$ cat src/rtl/regwin_pkg.sv
package regwin_pkg;

    typedef enum logic [1:0] {
        SZ_B = 2'd0,
        SZ_H = 2'd1,
        SZ_W = 2'd2,
        SZ_D = 2'd3
    } size_e;

    typedef enum logic [1:0] {
        T_NONE = 2'd0,
        T_R64  = 2'd1,
        T_R32  = 2'd2,
        T_BPTR = 2'd3
    } target_e;

    typedef enum logic {
        ST_IDLE = 1'b0,
        ST_RESP = 1'b1
    } state_e;

endpackage

$ cat src/rtl/regwin_match.sv
module regwin_match #(
    parameter int ADDR_W = 36,
    parameter int WIN_W  = 16,
    parameter logic [ADDR_W-WIN_W-1:0] DEF_BASE = 'hFFF1F
) (
    input  logic [ADDR_W-1:0]       addr,
    input  logic [ADDR_W-WIN_W-1:0] base_ptr,
    output logic                    hit,
    output logic [WIN_W-1:0]        offset
);
    logic [ADDR_W-WIN_W-1:0] page;

    // The window page is compared against both bases; either one claims it.
    assign page   = addr[ADDR_W-1:WIN_W];
    assign offset = addr[WIN_W-1:0];
    assign hit    = (page == DEF_BASE) || (page == base_ptr);
endmodule

$ cat src/rtl/regwin_regfile.sv
module regwin_regfile #(
    parameter int N64 = 4,
    parameter int N32 = 4,
    localparam int I64 = (N64 > 1) ? $clog2(N64) : 1,
    localparam int I32 = (N32 > 1) ? $clog2(N32) : 1
) (
    input  logic           clk,
    input  logic           rst_n,
    input  logic           wr_hi,
    input  logic           wr_lo,
    input  logic [I64-1:0] idx64,
    input  logic [63:0]    wdata64,
    input  logic           wr32,
    input  logic [I32-1:0] idx32,
    input  logic [31:0]    wdata32,
    output logic [63:0]    rd64,
    output logic [31:0]    rd32
);
    logic [63:0] mem64 [N64];
    logic [31:0] mem32 [N32];

    for (genvar g = 0; g < N64; g++) begin : g_r64
        always_ff @(posedge clk or negedge rst_n) begin
            if (!rst_n) begin
                mem64[g] <= '0;
            end else if (idx64 == I64'(g)) begin
                if (wr_hi) mem64[g][63:32] <= wdata64[63:32];
                if (wr_lo) mem64[g][31:0]  <= wdata64[31:0];
            end
        end
    end

    for (genvar g = 0; g < N32; g++) begin : g_r32
        always_ff @(posedge clk or negedge rst_n) begin
            if (!rst_n)                          mem32[g] <= '0;
            else if (wr32 && idx32 == I32'(g))   mem32[g] <= wdata32;
        end
    end

    assign rd64 = mem64[idx64];
    assign rd32 = mem32[idx32];
endmodule

$ cat src/rtl/regwin_decoder.sv
module regwin_decoder
    import regwin_pkg::*;
#(
    parameter int ADDR_W      = 36,
    parameter int WIN_W       = 16,
    parameter int N64         = 4,
    parameter int N32         = 4,
    // must be a multiple of 4*N32
    parameter int OFF32_START = 'h100,
    parameter int OFF_BPTR    = 'h200,
    parameter logic [ADDR_W-WIN_W-1:0] DEF_BASE = 'hFFF1F
) (
    input  logic              clk,
    input  logic              rst_n,
    input  logic              bus_valid,
    output logic              bus_ready,
    input  logic [ADDR_W-1:0] bus_addr,
    input  logic [1:0]        bus_size,
    input  logic              bus_we,
    input  logic [63:0]       bus_wdata,
    input  logic              big_endian,
    output logic              resp_valid,
    output logic              resp_hit,
    output logic              resp_err,
    output logic [63:0]       resp_rdata
);
    localparam int BASE_W  = ADDR_W - WIN_W;
    localparam int I64     = (N64 > 1) ? $clog2(N64) : 1;
    localparam int I32     = (N32 > 1) ? $clog2(N32) : 1;
    localparam int R64_END = N64 * 8;
    localparam int R32_END = OFF32_START + N32 * 4;
    localparam logic [WIN_W-1:0] BPTR_OFF = WIN_W'(OFF_BPTR);

    state_e              state_q, state_d;
    size_e               sz;
    target_e             tgt;
    logic [BASE_W-1:0]   base_q;
    logic                hit, misalign, size_bad, err, hi_sel, accept, wr_ok;
    logic [WIN_W-1:0]    off;
    logic                wr_hi, wr_lo, wr32;
    logic [63:0]         wdata64, rd64, rd_val;
    logic [31:0]         rd32;

    assign sz = size_e'(bus_size);

    regwin_match #(.ADDR_W(ADDR_W), .WIN_W(WIN_W), .DEF_BASE(DEF_BASE)) u_match (
        .addr(bus_addr), .base_ptr(base_q), .hit(hit), .offset(off)
    );

    // Target classification from the window offset
    always_comb begin
        if (int'(off) < R64_END)                                   tgt = T_R64;
        else if (int'(off) >= OFF32_START && int'(off) < R32_END)  tgt = T_R32;
        else if (off[WIN_W-1:2] == BPTR_OFF[WIN_W-1:2])            tgt = T_BPTR;
        else                                                       tgt = T_NONE;
    end

    // Size / alignment legality
    always_comb begin
        unique case (sz)
            SZ_B: misalign = 1'b0;
            SZ_H: misalign = bus_addr[0];
            SZ_W: misalign = |bus_addr[1:0];
            SZ_D: misalign = |bus_addr[2:0];
        endcase
        unique case (tgt)
            T_R64:         size_bad = (sz == SZ_B) || (sz == SZ_H);
            T_R32, T_BPTR: size_bad = (sz != SZ_W);
            T_NONE:        size_bad = 1'b0;
        endcase
    end

    assign err    = hit && (misalign || size_bad);
    assign hi_sel = big_endian ? ~bus_addr[2] : bus_addr[2];
    assign accept = bus_valid && bus_ready;
    assign wr_ok  = accept && hit && !err && bus_we;

    assign wr_hi   = wr_ok && (tgt == T_R64) && ((sz == SZ_D) || hi_sel);
    assign wr_lo   = wr_ok && (tgt == T_R64) && ((sz == SZ_D) || !hi_sel);
    assign wr32    = wr_ok && (tgt == T_R32);
    assign wdata64 = (sz == SZ_D) ? bus_wdata : {bus_wdata[31:0], bus_wdata[31:0]};

    regwin_regfile #(.N64(N64), .N32(N32)) u_regs (
        .clk(clk), .rst_n(rst_n),
        .wr_hi(wr_hi), .wr_lo(wr_lo), .idx64(off[3 +: I64]), .wdata64(wdata64),
        .wr32(wr32), .idx32(off[2 +: I32]), .wdata32(bus_wdata[31:0]),
        .rd64(rd64), .rd32(rd32)
    );

    // Read data selection
    always_comb begin
        unique case (tgt)
            T_R64:  rd_val = (sz == SZ_D) ? rd64
                           : {32'b0, (hi_sel ? rd64[63:32] : rd64[31:0])};
            T_R32:  rd_val = {32'b0, rd32};
            T_BPTR: rd_val = 64'(base_q);
            T_NONE: rd_val = '0;
        endcase
    end

    // Base pointer register
    always_ff @(posedge clk or negedge rst_n) begin
        if (!rst_n)                          base_q <= DEF_BASE;
        else if (wr_ok && tgt == T_BPTR)     base_q <= bus_wdata[BASE_W-1:0];
    end

    // State register
    always_ff @(posedge clk or negedge rst_n) begin
        if (!rst_n) state_q <= ST_IDLE;
        else        state_q <= state_d;
    end

    always_comb begin
        state_d = state_q;
        unique case (state_q)
            ST_IDLE: if (bus_valid) state_d = ST_RESP;
            ST_RESP: state_d = ST_IDLE;
        endcase
    end

    // State outputs
    always_comb begin
        bus_ready  = (state_q == ST_IDLE);
        resp_valid = (state_q == ST_RESP);
    end

    // Response capture on the accepting edge
    always_ff @(posedge clk or negedge rst_n) begin
        if (!rst_n) begin
            resp_hit   <= 1'b0;
            resp_err   <= 1'b0;
            resp_rdata <= '0;
        end else if (accept) begin
            resp_hit   <= hit;
            resp_err   <= err;
            resp_rdata <= (hit && !err && !bus_we) ? rd_val : '0;
        end
    end
endmodule

$ cat config.mk
export PLATFORM = sky130hd
export DESIGN_NAME = regwin_decoder
export DESIGN_NICKNAME = d
export VERILOG_FILES = /design/src/rtl/regwin_pkg.sv /design/src/rtl/regwin_match.sv /design/src/rtl/regwin_regfile.sv /design/src/rtl/regwin_decoder.sv
export SDC_FILE = /design/constraint.sdc
export NUM_CORES = 1
export LEC_CHECK = 0
export BUFFER_PORTS_ARGS = -buffer_cell sky130_fd_sc_hd__clkbuf_2
export CORE_UTILIZATION = 35
export DETAILED_ROUTE_END_ITERATION = 16
export PLACE_DENSITY = 0.63
export SYNTH_ARGS = -nofsm -noshare
export SYNTH_HDL_FRONTEND = slang
export SYNTH_SLANG_ARGS = --single-unit
$ cat constraint.sdc
create_clock -name clk -period 4.31 [get_ports clk]
set_clock_uncertainty 0.15 [all_clocks]
set_input_delay 1.0775 -clock clk [delete_from_list [all_inputs] [get_ports clk]]
set_output_delay 1.0775 -clock clk [all_outputs]
set_load 0.02 [all_outputs]
==> flow_metrics.tcl <==
set metrics [dict create \
    h-tree-depth 2 \
    clk_latency_ns 0.61 \
    nets 1783 \
    cp-end-kind "register" \
    p_sw_share_pct 23.56 \
    critPathMaxFanout 11 \
    antenna_found_initial 0 \
    whs_path_depth 2 \
    grt_pass1_vias 14890 \
    total_power_uw 9305 \
    drc_errors 0 \
    fin_ws_ns 0.6764 \
    setup_viol 0 \
    yosysTopAreaCell "dfrtp_1" \
    path_buf_inv 2 \
    die_area_um2 64380 \
    avgSynthCellArea_um2 14.70 \
    cts_tree "built" \
    cts_buffers 51 \
    place_congestion 0.7838 \
    yosysMostFrequentCell "dfrtp_1" \
    ctsHoldBuffers 0 \
    rsz0062_at_grt "false" \
    cts_buffer_depth 3 \
    crit_arrival_ns 3.95 \
    max_freq_ghz 0.2752 \
    maxCapViolations 0 \
    hold_class "reg2reg" \
    wl_per_cell_um 23.88 \
    p_sw_uw 2192 \
    routed_wl_um 61030 \
    ios 175 \
    design_area_um2 25990 \
    ir_worst_vdd_mv 0.2976 \
    synthesis.area_um2 22180 \
    final-max-slew-violation-count 0 \
    reg2reg_to "u_regs.mem64[57]" \
    whs_endpoint "resp_rdata[33]" \
    critPathRequiredTime_ns 4.62 \
    cp_slowest_stage_delay_ns 0.82 \
    initial_core_util_pct 35.68 \
    worstSetupPathType "in2reg" \
    place_hpwl_um 39800 \
    die_w_um 253.7 \
    crit_family "simple AND/OR/NAND/NOR gates" \
    grtUsageTotal_pct 19.54 \
    status "completed" \
    period_needed_ns 3.634 \
    cp.depth 8 \
    startpoint_type "input port" \
    fp.coreArea_um2 62170 \
    grt_overflow 0 \
    synth_cell_type_count 39 \
    pwr-share-seq_pct 47.5 \
    syn-num-nets 1616 \
    clk_pin_slew_ns 0.06 \
    grt_pass1_wl_um 94810 \
    synth_seq_cells 471 \
    crit_slowest_cell "or4_2" \
    drive_gt1_share_pct 50.87 \
    ys_top_cells_by_count "dfrtp_1 (454), mux2_2 (251), mux2_4 (170)" \
    drt-vias-per-instance 5.316 \
    worstMarginPinSlew_ns 0.8832 \
    fin_crit_sh_pct 84.31 \
    vias 13590 \
    hold_start "resp_rdata[33]" \
    yosys_warnings 0 \
    p_int_uw 7113 \
    pwr-share-clk_pct 47.3 \
    placed_area_um2 24300 \
    cts_setup_buffers 0 \
    tns_ns 0 \
    holdWs_ns 0.3299 \
    cts_resized 0 \
    timing.rr.start "base_q[3]" \
    ys_async_sr_fraction_pct 100.0 \
    cts_root_buf "clkbuf_16" \
    synth_cells 1509 \
    yosys.area.top_type_share_pct 51.22 \
    reg2regPathDepth 7 \
    synth_edf_count 0 \
    ant_nets 0 \
    relSlewSlack_pct 41.12 \
    leakagePower_uw 0.01254 \
    pre_cts_ws_ns 0.1040 \
    io_buffers 174 \
    r2r_slack_ns 0.91 \
    synth_area_leaders "dfrtp_1 (51%), mux2_2 (13%), mux2_4 (12%)" \
    grt_max_degree 99 \
    firstDrtPassIters 7 \
    die_h_um 253.7 \
    finalHoldViolCount 0 \
    cts_sinks 471 \
    drt_first_iter_violations 1087 \
    rows 91 \
    ys_seq_area_share_pct 53.24 \
    path_cells "clkbuf_2, or4b_1, or4_1, nor3_2, a41oi_2, or4_2, buf_4, mux2_4" \
    area_growth_pct 17.17 \
    synth-main-ff-cell "dfrtp_1" \
    powerDensity_nw_per_um2 358.0 \
    comb_power_share_pct 5.1 \
]
==> flip-flops by register name, summed over array words and instances (netlist names) <==
signal,count
resp_valid,1
resp_hit,1
resp_err,1
u_regs.mem32,128
base_q,20
u_regs.mem64,256
resp_rdata,64
==> final cells by class <==
cell class              instances  area [um2]
well taps                     837        1047
multi-input cells             911        9771
diodes                          1       2.502
flip-flops and latches        471       11810
inverters                       4       15.01
clock inverters                14       163.9
repair buffers                237        1663
clock buffers                  81        1519
fillers                      5729       36180
==> metal layers <==
metal,GRT usage [%],vias up,share of wire [%],wire length [um]
li1,-,5838,-,-
met4,5.250,0,2.0,1243
met5,0,-,0,0
met1,26.92,7270,45,27430
met2,32.23,398,48,29420
met3,2.714,81,4.8,2945
==> power groups by stage <==
stage          logic [uW]  registers (uW)  clock network (uW)
6_report              476            4420                4400
3_3_place_gp          475            4500                   0
4_1_cts               485            4420                4490
2_1_floorplan         195            4510                   0
5_1_grt               518            4420                4680
3_5_place_dp          484            4500                   0
==> stage by stage <==
stage,utilization [%],instances
2_1_floorplan,-,1509
3_3_place_gp,39.09,2460
3_5_place_dp,39.09,2460
4_1_cts,41.80,2555
5_1_grt,41.80,2555
6_report,41.80,2556
==> logic make-up after synthesis <==
group	synth area share, %
xor+xnor	0.8292
flops	53.24
mux	34.76
compound gates	3.616
buf+inv	3.041
simple gates	4.519
==> placed cells by master, fill, tap and decap left out, types with 2 or more instances in the layout <==
cell type / n
nor3_2: 2
a21oi_1: 44
clkinv_2: 6
o21ai_0: 67
nand4b_1: 2
a221oi_1: 20
or3_1: 2
nand2_2: 2
clkbuf_2: 171
nand2_1: 166
mux2_4: 170
or4_2: 6
nand4_1: 8
inv_6: 2
nor4_1: 3
xnor2_1: 17
nand3_1: 5
xor2_1: 4
nor4_4: 2
clkbuf_16: 51
nor2_1: 3
inv_1: 4
mux2_1: 15
buf_4: 40
buf_12: 24
nor3_1: 3
dfstp_2: 17
bufinv_16: 2
mux2_2: 251
dfrtp_1: 454
nor3b_2: 2
clkinvlp_4: 2
nor3_4: 4
mux4_2: 96
clkbuf_8: 13
nand3b_1: 2
clkbuf_1: 17
a31o_2: 3
==> worst max-delay path by stage <==
stage                 start          endpoint  slack [ns]
2_1_floorplan  bus_addr[21]  u_regs.mem64[20]        0.57
4_1_cts        bus_addr[21]  u_regs.mem64[55]        0.72
3_3_place_gp   bus_addr[21]  u_regs.mem64[58]        0.15
6_report       bus_addr[21]  u_regs.mem64[57]        0.68
3_5_place_dp   bus_addr[21]  u_regs.mem64[57]        0.10
5_1_grt        bus_addr[21]    resp_rdata[17]        0.59
==> worst register-to-register path, stage by stage (launching register included) <==
cell and delay, ns:
dfstp_2 0.59, xnor2_1 0.19, nand4_1 0.17, nor4_1 0.36
a41oi_2 0.40, or4_2 0.82, buf_4 0.25, mux2_4 0.32
Power figures use the tool's default switching activity.
